==> config.mk <==
export PLATFORM = sky130hd
export DESIGN_NAME = clk_stop_ctrl
export DESIGN_NICKNAME = d
export VERILOG_FILES = /design/src/rtl/clkstop_pkg.sv /design/src/rtl/clkstop_sel.sv /design/src/rtl/clkstop_gate.sv /design/src/rtl/clkstop_pwr_fsm.sv /design/src/rtl/clk_stop_ctrl.sv
export SDC_FILE = /design/constraint.sdc
export NUM_CORES = 1
export LEC_CHECK = 0
export BUFFER_PORTS_ARGS = -buffer_cell sky130_fd_sc_hd__buf_2
export CORE_MARGIN = 4
export CORE_UTILIZATION = 35
export CTS_CLUSTER_SIZE = 20
export DETAILED_ROUTE_END_ITERATION = 8
export HOLD_SLACK_MARGIN = 0.06
export PLACE_DENSITY = 0.61
export SLEW_MARGIN = 20
export SYNTH_ARGS = -nofsm -noshare
export SYNTH_HDL_FRONTEND = slang
export SYNTH_SLANG_ARGS = --single-unit
==> constraint.sdc <==
create_clock -name clk -period 1.9 [get_ports clk]
set_input_delay 0.38 -clock clk [delete_from_list [all_inputs] [get_ports clk]]
set_output_delay 0.38 -clock clk [all_outputs]
set_load 0.02 [all_outputs]
==> src/rtl/clkstop_pkg.sv <==
package clkstop_pkg;
    typedef enum logic [1:0] {
        ST_RUN   = 2'd0,
        ST_DRAIN = 2'd1,
        ST_SLEEP = 2'd2,
        ST_WAKE  = 2'd3
    } pwr_state_e;
endpackage

==> src/rtl/clkstop_sel.sv <==
module clkstop_sel (
    input  logic clk,
    input  logic rst_n,
    input  logic sel_fast,
    input  logic src_fast,
    input  logic src_slow,
    output logic fast_mode,
    output logic cpu_src
);
    logic armed;
    logic fast_q;

    // armed is low through reset and for the first edge after release
    always_ff @(posedge clk or negedge rst_n) begin
        if (!rst_n) armed <= 1'b0;
        else        armed <= 1'b1;
    end

    // the select is tracked until armed, then held
    always_ff @(posedge clk) begin
        if (!armed) fast_q <= sel_fast;
    end

    assign fast_mode = fast_q;
    assign cpu_src   = fast_q ? src_fast : src_slow;
endmodule

==> src/rtl/clkstop_gate.sv <==
module clkstop_gate #(
    parameter int WIDTH = 1,
    parameter int SYNC  = 2
) (
    input  logic             clk,
    input  logic             rst_n,
    input  logic             src,
    input  logic             want,
    output logic [WIDTH-1:0] gclk,
    output logic             on
);
    logic src_d;
    logic sync_out;
    logic gq;
    logic rise;

    assign rise = src & ~src_d;

    // the request is sampled only on source rising edges
    generate
        if (SYNC == 1) begin : g_single
            always_ff @(posedge clk or negedge rst_n) begin
                if (!rst_n)    sync_out <= 1'b0;
                else if (rise) sync_out <= want;
            end
        end else begin : g_chain
            logic [SYNC-1:0] chain;
            always_ff @(posedge clk or negedge rst_n) begin
                if (!rst_n) begin
                    chain <= '0;
                end else if (rise) begin
                    chain[0] <= want;
                    for (int i = 1; i < SYNC; i++) chain[i] <= chain[i-1];
                end
            end
            assign sync_out = chain[SYNC-1];
        end
    endgenerate

    // the enable moves only while the source is low: whole phases only
    always_ff @(posedge clk or negedge rst_n) begin
        if (!rst_n) begin
            src_d <= 1'b0;
            on    <= 1'b0;
            gq    <= 1'b0;
        end else begin
            src_d <= src;
            if (!src) on <= sync_out;
            gq <= src & on;
        end
    end

    assign gclk = {WIDTH{gq}};
endmodule

==> src/rtl/clkstop_pwr_fsm.sv <==
module clkstop_pwr_fsm
    import clkstop_pkg::*;
#(
    parameter int WAKE_REF_CYCLES = 42955
) (
    input  logic clk,
    input  logic rst_n,
    input  logic pwr_dn_n,
    input  logic ref_src,
    input  logic all_off,
    output logic run_ok,
    output logic sleeping
);
    localparam int CW = $clog2(WAKE_REF_CYCLES + 1);
    localparam logic [CW-1:0] LAST = CW'(WAKE_REF_CYCLES - 1);

    pwr_state_e state, state_nx;
    logic       pd_s1, pd_s2;
    logic       ref_d;
    logic       ref_rise;
    logic [CW-1:0] cnt;

    assign ref_rise = ref_src & ~ref_d;

    always_ff @(posedge clk or negedge rst_n) begin
        if (!rst_n) begin
            pd_s1 <= 1'b1;
            pd_s2 <= 1'b1;
            ref_d <= 1'b0;
        end else begin
            pd_s1 <= pwr_dn_n;
            pd_s2 <= pd_s1;
            ref_d <= ref_src;
        end
    end

    always_comb begin
        state_nx = state;
        unique case (state)
            ST_RUN:   if (!pd_s2)  state_nx = ST_DRAIN;
            ST_DRAIN: if (all_off) state_nx = ST_SLEEP;
            ST_SLEEP: if (pd_s2)   state_nx = ST_WAKE;
            ST_WAKE: begin
                if (!pd_s2)                        state_nx = ST_SLEEP;
                else if (ref_rise && cnt == LAST)  state_nx = ST_RUN;
            end
            default:                               state_nx = ST_RUN;
        endcase
    end

    always_ff @(posedge clk or negedge rst_n) begin
        if (!rst_n) state <= ST_RUN;
        else        state <= state_nx;
    end

    // wake counter: cleared while asleep, advances on reference rises
    always_ff @(posedge clk or negedge rst_n) begin
        if (!rst_n)                               cnt <= '0;
        else if (state != ST_WAKE)                cnt <= '0;
        else if (ref_rise && cnt != LAST)         cnt <= cnt + 1'b1;
    end

    always_comb begin
        run_ok   = (state == ST_RUN);
        sleeping = (state == ST_SLEEP) || (state == ST_WAKE);
    end
endmodule

==> src/rtl/clk_stop_ctrl.sv <==
module clk_stop_ctrl #(
    parameter int NCPU            = 2,
    parameter int NPCI            = 5,
    parameter int WAKE_REF_CYCLES = 42955
) (
    input  logic            clk,
    input  logic            rst_n,
    input  logic            src_cpu_fast,
    input  logic            src_cpu_slow,
    input  logic            src_pci,
    input  logic            src_ref,
    input  logic            sel_fast,
    input  logic            cpu_stop_n,
    input  logic            pci_stop_n,
    input  logic            pwr_dn_n,
    output logic [NCPU-1:0] cpu_clk,
    output logic [NPCI-1:0] pci_clk,
    output logic            pci_free_clk,
    output logic            ref_clk,
    output logic            cpu_running,
    output logic            pci_running,
    output logic            sleeping,
    output logic            fast_mode
);
    localparam int CPU_SYNC = 2;
    localparam int PCI_SYNC = 1;

    logic cpu_src_sel;
    logic run_ok;
    logic free_on, ref_on;
    logic all_off;
    logic want_cpu, want_pci, want_fixed;

    assign want_cpu   = cpu_stop_n & pwr_dn_n & run_ok;
    assign want_pci   = pci_stop_n & pwr_dn_n & run_ok;
    assign want_fixed = pwr_dn_n & run_ok;
    assign all_off    = ~(cpu_running | pci_running | free_on | ref_on);

    clkstop_sel u_sel (
        .clk(clk), .rst_n(rst_n), .sel_fast(sel_fast),
        .src_fast(src_cpu_fast), .src_slow(src_cpu_slow),
        .fast_mode(fast_mode), .cpu_src(cpu_src_sel)
    );

    clkstop_gate #(.WIDTH(NCPU), .SYNC(CPU_SYNC)) u_cpu (
        .clk(clk), .rst_n(rst_n), .src(cpu_src_sel), .want(want_cpu),
        .gclk(cpu_clk), .on(cpu_running)
    );

    clkstop_gate #(.WIDTH(NPCI), .SYNC(PCI_SYNC)) u_pci (
        .clk(clk), .rst_n(rst_n), .src(src_pci), .want(want_pci),
        .gclk(pci_clk), .on(pci_running)
    );

    clkstop_gate #(.WIDTH(1), .SYNC(PCI_SYNC)) u_free (
        .clk(clk), .rst_n(rst_n), .src(src_pci), .want(want_fixed),
        .gclk(pci_free_clk), .on(free_on)
    );

    clkstop_gate #(.WIDTH(1), .SYNC(PCI_SYNC)) u_ref (
        .clk(clk), .rst_n(rst_n), .src(src_ref), .want(want_fixed),
        .gclk(ref_clk), .on(ref_on)
    );

    clkstop_pwr_fsm #(.WAKE_REF_CYCLES(WAKE_REF_CYCLES)) u_fsm (
        .clk(clk), .rst_n(rst_n), .pwr_dn_n(pwr_dn_n), .ref_src(src_ref),
        .all_off(all_off), .run_ok(run_ok), .sleeping(sleeping)
    );
endmodule

Yosys cells after proc, flatten, opt, wreduce, memory -nomap -nowiden. Index checks and enable logic that the tools add are counted.

Logic and storage cells: 65. Output and inout port bits: 13. Input port bits: 10. Register bits: 38.

Multiplexer cells: 9. Bitwise operators: 18. Eq/ne operators: 10. Reduce and logical (&&, ||, !) cells: 6. $add $sub $neg: 1.

Operator list (count): 2-to-1 mux 16 bit (2); adder 16 x 1 -> 16 bit, second input constant (1); equality test 16 bit, second input constant (1); inequality test 16 bit, second input constant (1); AND 1 bit (12); 2-to-1 mux 2 bit (5); one-hot mux 2 bit (4 select lines) (1); inequality test 2 bit, second input constant (3); equality test 2 bit, second input constant (2); AND reduction 4 bit (1); inequality test 3 bit, second input constant (1); NOT 1 bit (3); bitwise OR 1 bit (3); equality test 2 x 1 -> 1 bit, second input constant (1); logical AND 1 bit (2); logical NOT 2 bit (1); inequality test 2 x 1 -> 1 bit, second input constant (1); nonzero test 2 bit (1); logical OR 1 bit (1); 2-to-1 mux 1 bit (1).

Longest topological paths before layout. Gate-level depths: netlist of run 1.

Depth after elaboration: 6. Depth in mapped cells: 6.

By module. A second synthesis of run 1 with hierarchy kept.

Cells, all modules: 161. Area, all modules: 1844.3 sq um.

Modules (own cells, without submodules): clkstop_pwr_fsm (sequential area each 528.0 sq um, area each 1079.8 sq um, cells an instance 111, instances 1); clkstop_gate (u_free ...) (sequential area each 100.1 sq um, area each 141.4 sq um, cells an instance 8, instances 2); clkstop_gate (u_cpu) (sequential area each 125.1 sq um, area each 193.9 sq um, cells an instance 12, instances 1); clkstop_gate (u_pci) (sequential area each 100.1 sq um, area each 178.9 sq um, cells an instance 13, instances 1); clkstop_sel (sequential area each 55.1 sq um, area each 77.6 sq um, cells an instance 5, instances 1); clk_stop_ctrl (sequential area each 0.0 sq um, area each 31.3 sq um, cells an instance 4, instances 1).

Worst setup path before layout of run 1. Ideal clock, no wire load.

Path kind: flip-flop to flip-flop. Start: register u_fsm.cnt[0]. End: register u_fsm.state[1]. Data required time: 1767 ps. Path slack: 405 ps. Cell stages (with the launch flop): 7. Data arrival time: 1362 ps. Path buffers: 0. Cell sequence: dfrtp_1 -> inv_1 -> ha_1 -> nor4bb_1 -> and4_4 -> and3_2 -> a31oi_1.

Longest elaborated chain between the ends: 4.

Ends and longest elaborated chain: start, declared (line clkstop_pwr_fsm.sv:21) `logic [CW-1:0] cnt;`; start signal, assigned (line clkstop_pwr_fsm.sv:60) `else if (ref_rise && cnt != LAST) cnt <= cnt + 1'b1;`; equality test 16 bit (line clkstop_pwr_fsm.sv:45) `else if (ref_rise && cnt == LAST) state_nx = ST_RUN;`; logical AND 1 bit (line clkstop_pwr_fsm.sv:45); inequality test 3 bit (no line); AND reduction 4 bit (no line); end signal, assigned (line clkstop_pwr_fsm.sv:53) `else state <= state_nx;`; end, declared (line clkstop_pwr_fsm.sv:17) `pwr_state_e state, state_nx;`.

Every way passes these cells. A chain may end at the register's enable or synchronous reset.

Final worst setup path of run 1. Ends and elaborated chain as after synthesis.

==> results of run 1 <==
cell usage in the layout (no fill, tap or decap), types with 4 or more instances in the layout:
master / n
sky130_fd_sc_hd__nor2_1: 15
sky130_fd_sc_hd__buf_4: 4
sky130_fd_sc_hd__clkbuf_8: 6
sky130_fd_sc_hd__or3_1: 4
sky130_fd_sc_hd__xor2_1: 6
sky130_fd_sc_hd__nand4_1: 6
sky130_fd_sc_hd__nand3_1: 5
sky130_fd_sc_hd__dfrtp_1: 35
sky130_fd_sc_hd__mux2_2: 5
sky130_fd_sc_hd__o21ai_0: 8
sky130_fd_sc_hd__buf_2: 22
sky130_fd_sc_hd__a21oi_1: 6
sky130_fd_sc_hd__and2_1: 5
sky130_fd_sc_hd__nand2_1: 16
path summary, 6_finish.rpt:
kind                               from             end  slack, ps  cells after the start
hold reg to reg             u_fsm.pd_s1     u_fsm.pd_s2        360                      0
hold / removal                    rst_n    u_fsm.cnt[7]        120                      2
min in group clk               pwr_dn_n     u_fsm.pd_s1        200                      1
setup / recovery           u_fsm.cnt[0]  u_fsm.state[1]        230                      6
setup reg to reg           u_fsm.cnt[0]  u_fsm.state[1]        230                      6
max in group asynchronous         rst_n     u_fsm.pd_s1       1430                      2
stage by stage:
| step | std cells | total power, W |
|---|---|---|
| after floorplan | 160 | 0.0008750 |
| after global placement | 243 | 0.0009163 |
| after detailed placement | 243 | 0.0009160 |
| after CTS | 251 | 0.001773 |
| after global routing | 251 | 0.001822 |
| final | 251 | 0.001739 |
routing by layer:
metal	global-route usage	vias up	share of wire
li1	-	598	-
met1	0.1470	572	0.47
met2	0.1772	20	0.47
met3	0.03899	6	0.042
met4	0.05769	0	0.020
met5	0	-	0
where the power goes:
part	internal [W]	total, W	switching, W
clock network	0.000560	0.000841	0.000281
registers	0.000825	0.000834	0.00000839
logic	0.0000234	0.0000647	0.0000413
layout make-up:
type                            count  area, µm²
Fill cell                         481       2721
Sequential cell                    38      958.4
Multi-Input combinational cell    109      696.9
Timing Repair Buffer               26      140.1
Tap cell                           67      83.83
Clock buffer                        6      82.58
Clock inverter                      2      60.06
Inverter                            3      11.26
kinds of logic after synthesis:
group,Yosys count,synth area share
AND/OR/NAND/NOR,73,0.2433
flip-flops,38,0.5515
AO/OA/AOI/OAI,18,0.05760
buffers and inverters,13,0.04752
XOR/XNOR,9,0.04536
multiplexers,6,0.03815
adder cells (fa/ha/maj),2,0.01440
other,1,0.002158
==> out/results.txt, run 1 <==
Total global routing overflow = 0
Layout Utilization = 0.4276
TritonCTS sink count = 38
Clock tree from TritonCTS = yes
Required time of the critical path = 2060 ps
RSZ-0062 raised after global routing = false
Final setup violating endpoints = 0
Overall routed net length = 3131 µm
Arrival time of the worst setup path = 1840 ps
Largest regs = u_fsm.cnt: 16 flops, u_cpu.g_chain.chain: 2 flops, u_fsm.state: 2 flops
Clock Latency Late Sink = 290 ps
Critical Path End Type = flop
Post-synth EDFFs = 1
Final critical-path required period = 1675 ps
Horiz. Die Dim = 78.47 µm
Max H-tree Level = 2
Status = finished, final reports clean
Biggest fanout along the worst timing path = 5
Max Clock Freq = 597.2 MHz
Buffers inserted during post-CTS setup optimization = 0
Buffer levels on the longest clock path = 2
Static leakage = 0.9641 nW
Cell taking the most area after synthesis = sky130_fd_sc_hd__dfrtp_1
Hold Slack = 115.2 ps
Post-synthesis sequential area ratio = 0.5515
Warnings from Yosys = 0
Number of routed nets with antenna violations = 0
Crit share post-route = 0.8814
Max reg flops = 16
Number of instances in the synthesized netlist = 160
Cell at the slowest stage of the critical path = sky130_fd_sc_hd__dfrtp_1
Root buffer selected by CTS = sky130_fd_sc_hd__clkbuf_8
TNS Setup = 0 ps
Largest delay share family, worst path = simple AND/OR/NAND/NOR gates
CTS hold repair buffers = 0
HPWL Detailed = 2273 µm
Initial Utilization = 0.3655
Number of vias after detailed routing = 1196
Class of the most critical setup path = reg -> reg
Type of the most critical hold path = in -> async
Resized Gates After CTS = 0
Critical path cell sequence = inv_1 -> ha_1 -> nor4bb_1 -> and4_4 -> and3_2 -> a31oi_1
Die Height = 78.47 µm
Pre-CTS setup slack = 236.8 ps
VDD IR max = 486.5 µV
Clock transition time at the flip-flop clock pins of the worst setup and hold paths = 80 ps
Drc violations = 0
Wire per inst = 12.47 µm
Number of antenna violations at the first check in global routing = 0
Pwr dens = 855.5 nW/µm²
Count of buffers from port buffering = 22
Number of iterations in the first detailed-routing pass = 4
Number of global-route vias before repair = 1155
FF+latch count, synth = 38
Final design instance area without fill = 2033 µm²
Top_reg_cell synth = sky130_fd_sc_hd__dfrtp_1
Overall die area = 6157 µm²
Mean number of vias per cell = 4.765
Kind of start point of the critical path = flop
Synthesized area per cell = 10.86 µm²
Net Count, Synth = 172
Synth area leaders = sky130_fd_sc_hd__dfrtp_1 (50%), sky130_fd_sc_hd__nand2_1 (3.5%), sky130_fd_sc_hd__mux2_2 (3.2%)
Crit path buf inv count = 1
Number of buffers created by CTS = 5
Std-Cell Core Area = 4755 µm²
Cell area after placement = 1891 µm²
Number of pins exceeding their max-slew limit in the final report = 0
Boundary Pins = 23
Wire length of the first global-routing pass = 5506 µm
Top-area cell type share of the netlist area = 0.5040
Skew final = 6.567 ps
Layout overhead on the synthesized area = 16.99%
Post-synth top cells = sky130_fd_sc_hd__dfrtp_1 (35), sky130_fd_sc_hd__nand2_1 (16), sky130_fd_sc_hd__nor2_1 (15), sky130_fd_sc_hd__o21ai_0 (8), sky130_fd_sc_hd__buf_4 (7)
Final worst setup slack = 225.4 ps
Share of flip-flops with an asynchronous set or reset after synthesis = 0.9737
Global placer's final weighted congestion = 0.8309
Share of final-layout standard cells stronger than drive strength 1 = 0.2554
First-iteration detailed-routing DRC count = 31
Count of distinct cell types in the synthesized netlist = 41
Placement row count = 25
Total count of hold-check failures in the final report = 0
Pin count of the biggest net entering global routing = 38
Count leader, synth = sky130_fd_sc_hd__dfrtp_1
Final antenna diode count = 0
Register with the most flip-flops = u_fsm.cnt
Largest stage delay, worst path = 410 ps
Nets = 195
Global-route total usage across every layer = 0.1162
Max-cap violations = 0
Summed instance area of the synthesized netlist = 1738 µm²
(Power assumes the default switching activity.)
==> run 2: changes to the inputs <==
--- a/config.mk
+++ b/config.mk
@@ -6,6 +6,7 @@
 export NUM_CORES = 1
 export LEC_CHECK = 0
 export BUFFER_PORTS_ARGS = -buffer_cell sky130_fd_sc_hd__buf_2
+export CORE_ASPECT_RATIO = 0.6
 export CORE_MARGIN = 4
 export CORE_UTILIZATION = 35
 export CTS_CLUSTER_SIZE = 20
==> out/results.txt, run 2 (synthesis results as in run 1) <==
Net switching fraction of the power = 0.2216 (+0.03142)
FF-to-FF setup slack = 210 ps (about the same)
Max-cap violations = 0 (unchanged)
Routed length on met1 = 1922 µm (+32%)
Cell at the slowest stage of the critical path = sky130_fd_sc_hd__dfrtp_1
Root buffer selected by CTS = sky130_fd_sc_hd__clkbuf_8
Required time of the critical path = 2060 ps (about the same)
Max reg flops = 16 (unchanged)
Global-route total usage across every layer = 0.1188 (+0.002561)
Kind of start point of the critical path = flop
Max H-tree Level = 2 (unchanged)
Horiz. Die Dim = 98.97 µm (+26%)
Terminus of the critical flop-to-flop path = u_fsm.state[1]
Number of vias after detailed routing = 1199 (+0.25%)
Overall die area = 6194 µm² (+0.61%)
Max Clock Freq = 592.6 MHz (-0.76%)
Most common cell after layout, fill and taps aside = sky130_fd_sc_hd__dfrtp_1
Type of the most critical hold path = in -> async
Clock tree from TritonCTS = yes
Total count of hold-check failures in the final report = 0 (unchanged)
Number of buffers created by CTS = 5 (unchanged)
Placement row count = 19 (-24%)
Share of power burned in combinational logic = 0.044 (+0.007)
Crit path buf inv count = 1 (unchanged)
Number of antenna violations at the first check in global routing = 0 (unchanged)
Largest regs = u_fsm.cnt: 16 flops, u_cpu.g_chain.chain: 2 flops, u_fsm.state: 2 flops
Internal power summed over all cells = 0.001142 W (-19%)
Largest delay share family, worst path = simple AND/OR/NAND/NOR gates
Critical Path End Type = flop
RSZ-0062 raised after global routing = false
Final setup violating endpoints = 0 (unchanged)
Critical path cell sequence = inv_1 -> ha_1 -> nor4bb_2 -> and4_4 -> and3_2 -> a31oi_1
Overall power after layout = 0.001467 W (-16%)
Global placer's final weighted congestion = 0.8470 (+1.9%)
Nets = 195 (unchanged)
Number of iterations in the first detailed-routing pass = 4 (unchanged)
Clock share of power = 0.387 (-0.096)
Buffers inserted during post-CTS setup optimization = 0 (unchanged)
Mean number of vias per cell = 4.854 (+1.9%)
Arrival time of the worst setup path = 1850 ps (about the same)
Top layer used by detailed routing = met4
Largest stage delay, worst path = 430 ps (+20 ps)
Wire per inst = 13.62 µm (+9.2%)
TritonCTS sink count = 38 (unchanged)
Die Height = 62.59 µm (-20%)
Register with the most flip-flops = u_fsm.cnt
Share of final-layout standard cells stronger than drive strength 1 = 0.2554 (unchanged)
VDD IR max = 383.5 µV (-21%)
Pin count of the biggest net entering global routing = 38 (unchanged)
Net switching component of the power = 0.0003250 W (-1.8%)
First-iteration detailed-routing DRC count = 55 (+77%)
Buffer levels on the longest clock path = 2 (unchanged)
Pwr dens = 739.5 nW/µm² (-14%)
Timing endpoint of the critical path = u_fsm.state[1]
Register-to-Register Path Depth = 6 (unchanged)
TNS Setup = 0 ps (unchanged)
Depth of the critical timing path with buffers and inverters included = 6 (unchanged)
Wire length on met2 = 1246 µm (-16%)
Crit path from = u_fsm.cnt[0]
CTS hold repair buffers = 0 (unchanged)
HPWL Detailed = 2458 µm (+8.2%)
Boundary Pins = 23 (unchanged)
Count of buffers from port buffering = 22 (unchanged)
Initial Utilization = 0.3711 (+0.005566)
Static leakage = 0.9413 nW (-2.4%)
Status = finished, final reports clean
Routed met3 length = 143 µm (+9.2%)
Layout overhead on the synthesized area = 14.11%
Commonest cells after routing, fill and taps aside = sky130_fd_sc_hd__dfrtp_1 (35), sky130_fd_sc_hd__buf_2 (22), sky130_fd_sc_hd__nand2_1 (16)
Final critical-path required period = 1687 ps (+12.79 ps)
Std-Cell Core Area = 4683 µm² (-1.5%)
Final antenna diode count = 0 (unchanged)
Number of routed nets with antenna violations = 0 (unchanged)
Biggest fanout along the worst timing path = 5 (unchanged)
Number of global-route vias before repair = 1165 (+0.87%)
Skew final = 5.135 ps (-1.432 ps)
Drc violations = 0 (unchanged)
Clock Latency Late Sink = 290 ps (about the same)
Crit share post-route = 0.8881 (+0.006732)
Number of pins exceeding their max-slew limit in the final report = 0 (unchanged)
Wire length of the first global-routing pass = 5782 µm (+5.0%)
Startpoint of the worst-slack reg-to-reg timing path = u_fsm.cnt[0]
Clock transition time at the flip-flop clock pins of the worst setup and hold paths = 70 ps (about the same)
Overall routed net length = 3364 µm (+7.4%)
Total global routing overflow = 0 (unchanged)
Class of the most critical setup path = reg -> reg
Reg power frac = 0.569 (+0.090)
[run 2: cell types whose count changed in the layout (fill, tap and decap cells not counted)]
cell | before | now
sky130_fd_sc_hd__bufinv_16 | 2 | 0
sky130_fd_sc_hd__clkbuf_1 | 0 | 1
sky130_fd_sc_hd__nor4bb_2 | 0 | 1
sky130_fd_sc_hd__clkinv_2 | 0 | 1
sky130_fd_sc_hd__nor4bb_1 | 1 | 0
[run 2: layout make-up]
type | instances | area, µm²
Fill cell | 446 | 2700
Sequential cell | 38 | 958.4
Multi-Input combinational cell | 109 | 703.2
Timing Repair Buffer | 26 | 140.1
Clock buffer | 7 | 86.33
Tap cell | 63 | 78.83
Inverter | 3 | 11.26
Clock inverter | 1 | 5.005
[run 2: through the flow]
stage | std cells | setup WS (ps) | hold WS, ps | cell area (µm²) | utilization
6_report | 247 | 212.6 | 119.7 | 1983 | 0.4235
5_1_grt | 247 | 79.81 | 175.4 | 1983 | 0.4235
4_1_cts | 247 | 115.3 | 140.0 | 1977 | 0.4221
3_5_place_dp | 239 | 136.2 | 347.2 | 1886 | 0.4026
3_3_place_gp | 239 | 141.2 | 345.6 | 1886 | 0.4026
2_1_floorplan | 160 | 405.2 | 84.41 | 1738 | -
[run 2: timing repair]
action,CTS,global route
setup endpoints to repair,0,4
hold endpoints to repair,0,0
resized for setup,0,1
[run 2: worst min-delay path by stage]
stage / from / endpoint / slack (ps) / depth (start not counted)
2_1_floorplan: rst_n / u_cpu.g_chain.chain[0] / 80 / 0
3_5_place_dp: u_fsm.pd_s1 / u_fsm.pd_s2 / 350 / 0
4_1_cts: rst_n / u_pci.sync_out / 140 / 2
6_report: rst_n / u_pci.sync_out / 120 / 2
3_3_place_gp: u_fsm.pd_s1 / u_fsm.pd_s2 / 350 / 0
5_1_grt: rst_n / u_ref.gclk / 180 / 2
[run 2: layer usage]
metal  vias up  GRT usage
met5         -          0
met4         0    0.04600
met3         4    0.03790
met2        21     0.1421
met1       578     0.1892
li1        596          -
[run 2: power by group through the flow]
stage	Combinational [W]	Sequential, W	Clock [W]
finish	0.0000647	0.000835	0.000567
global route	0.0000759	0.000836	0.000624
CTS	0.0000667	0.000834	0.000588
detailed placement	0.0000666	0.000850	0
global placement	0.0000670	0.000850	0
floorplan	0.0000257	0.000849	0
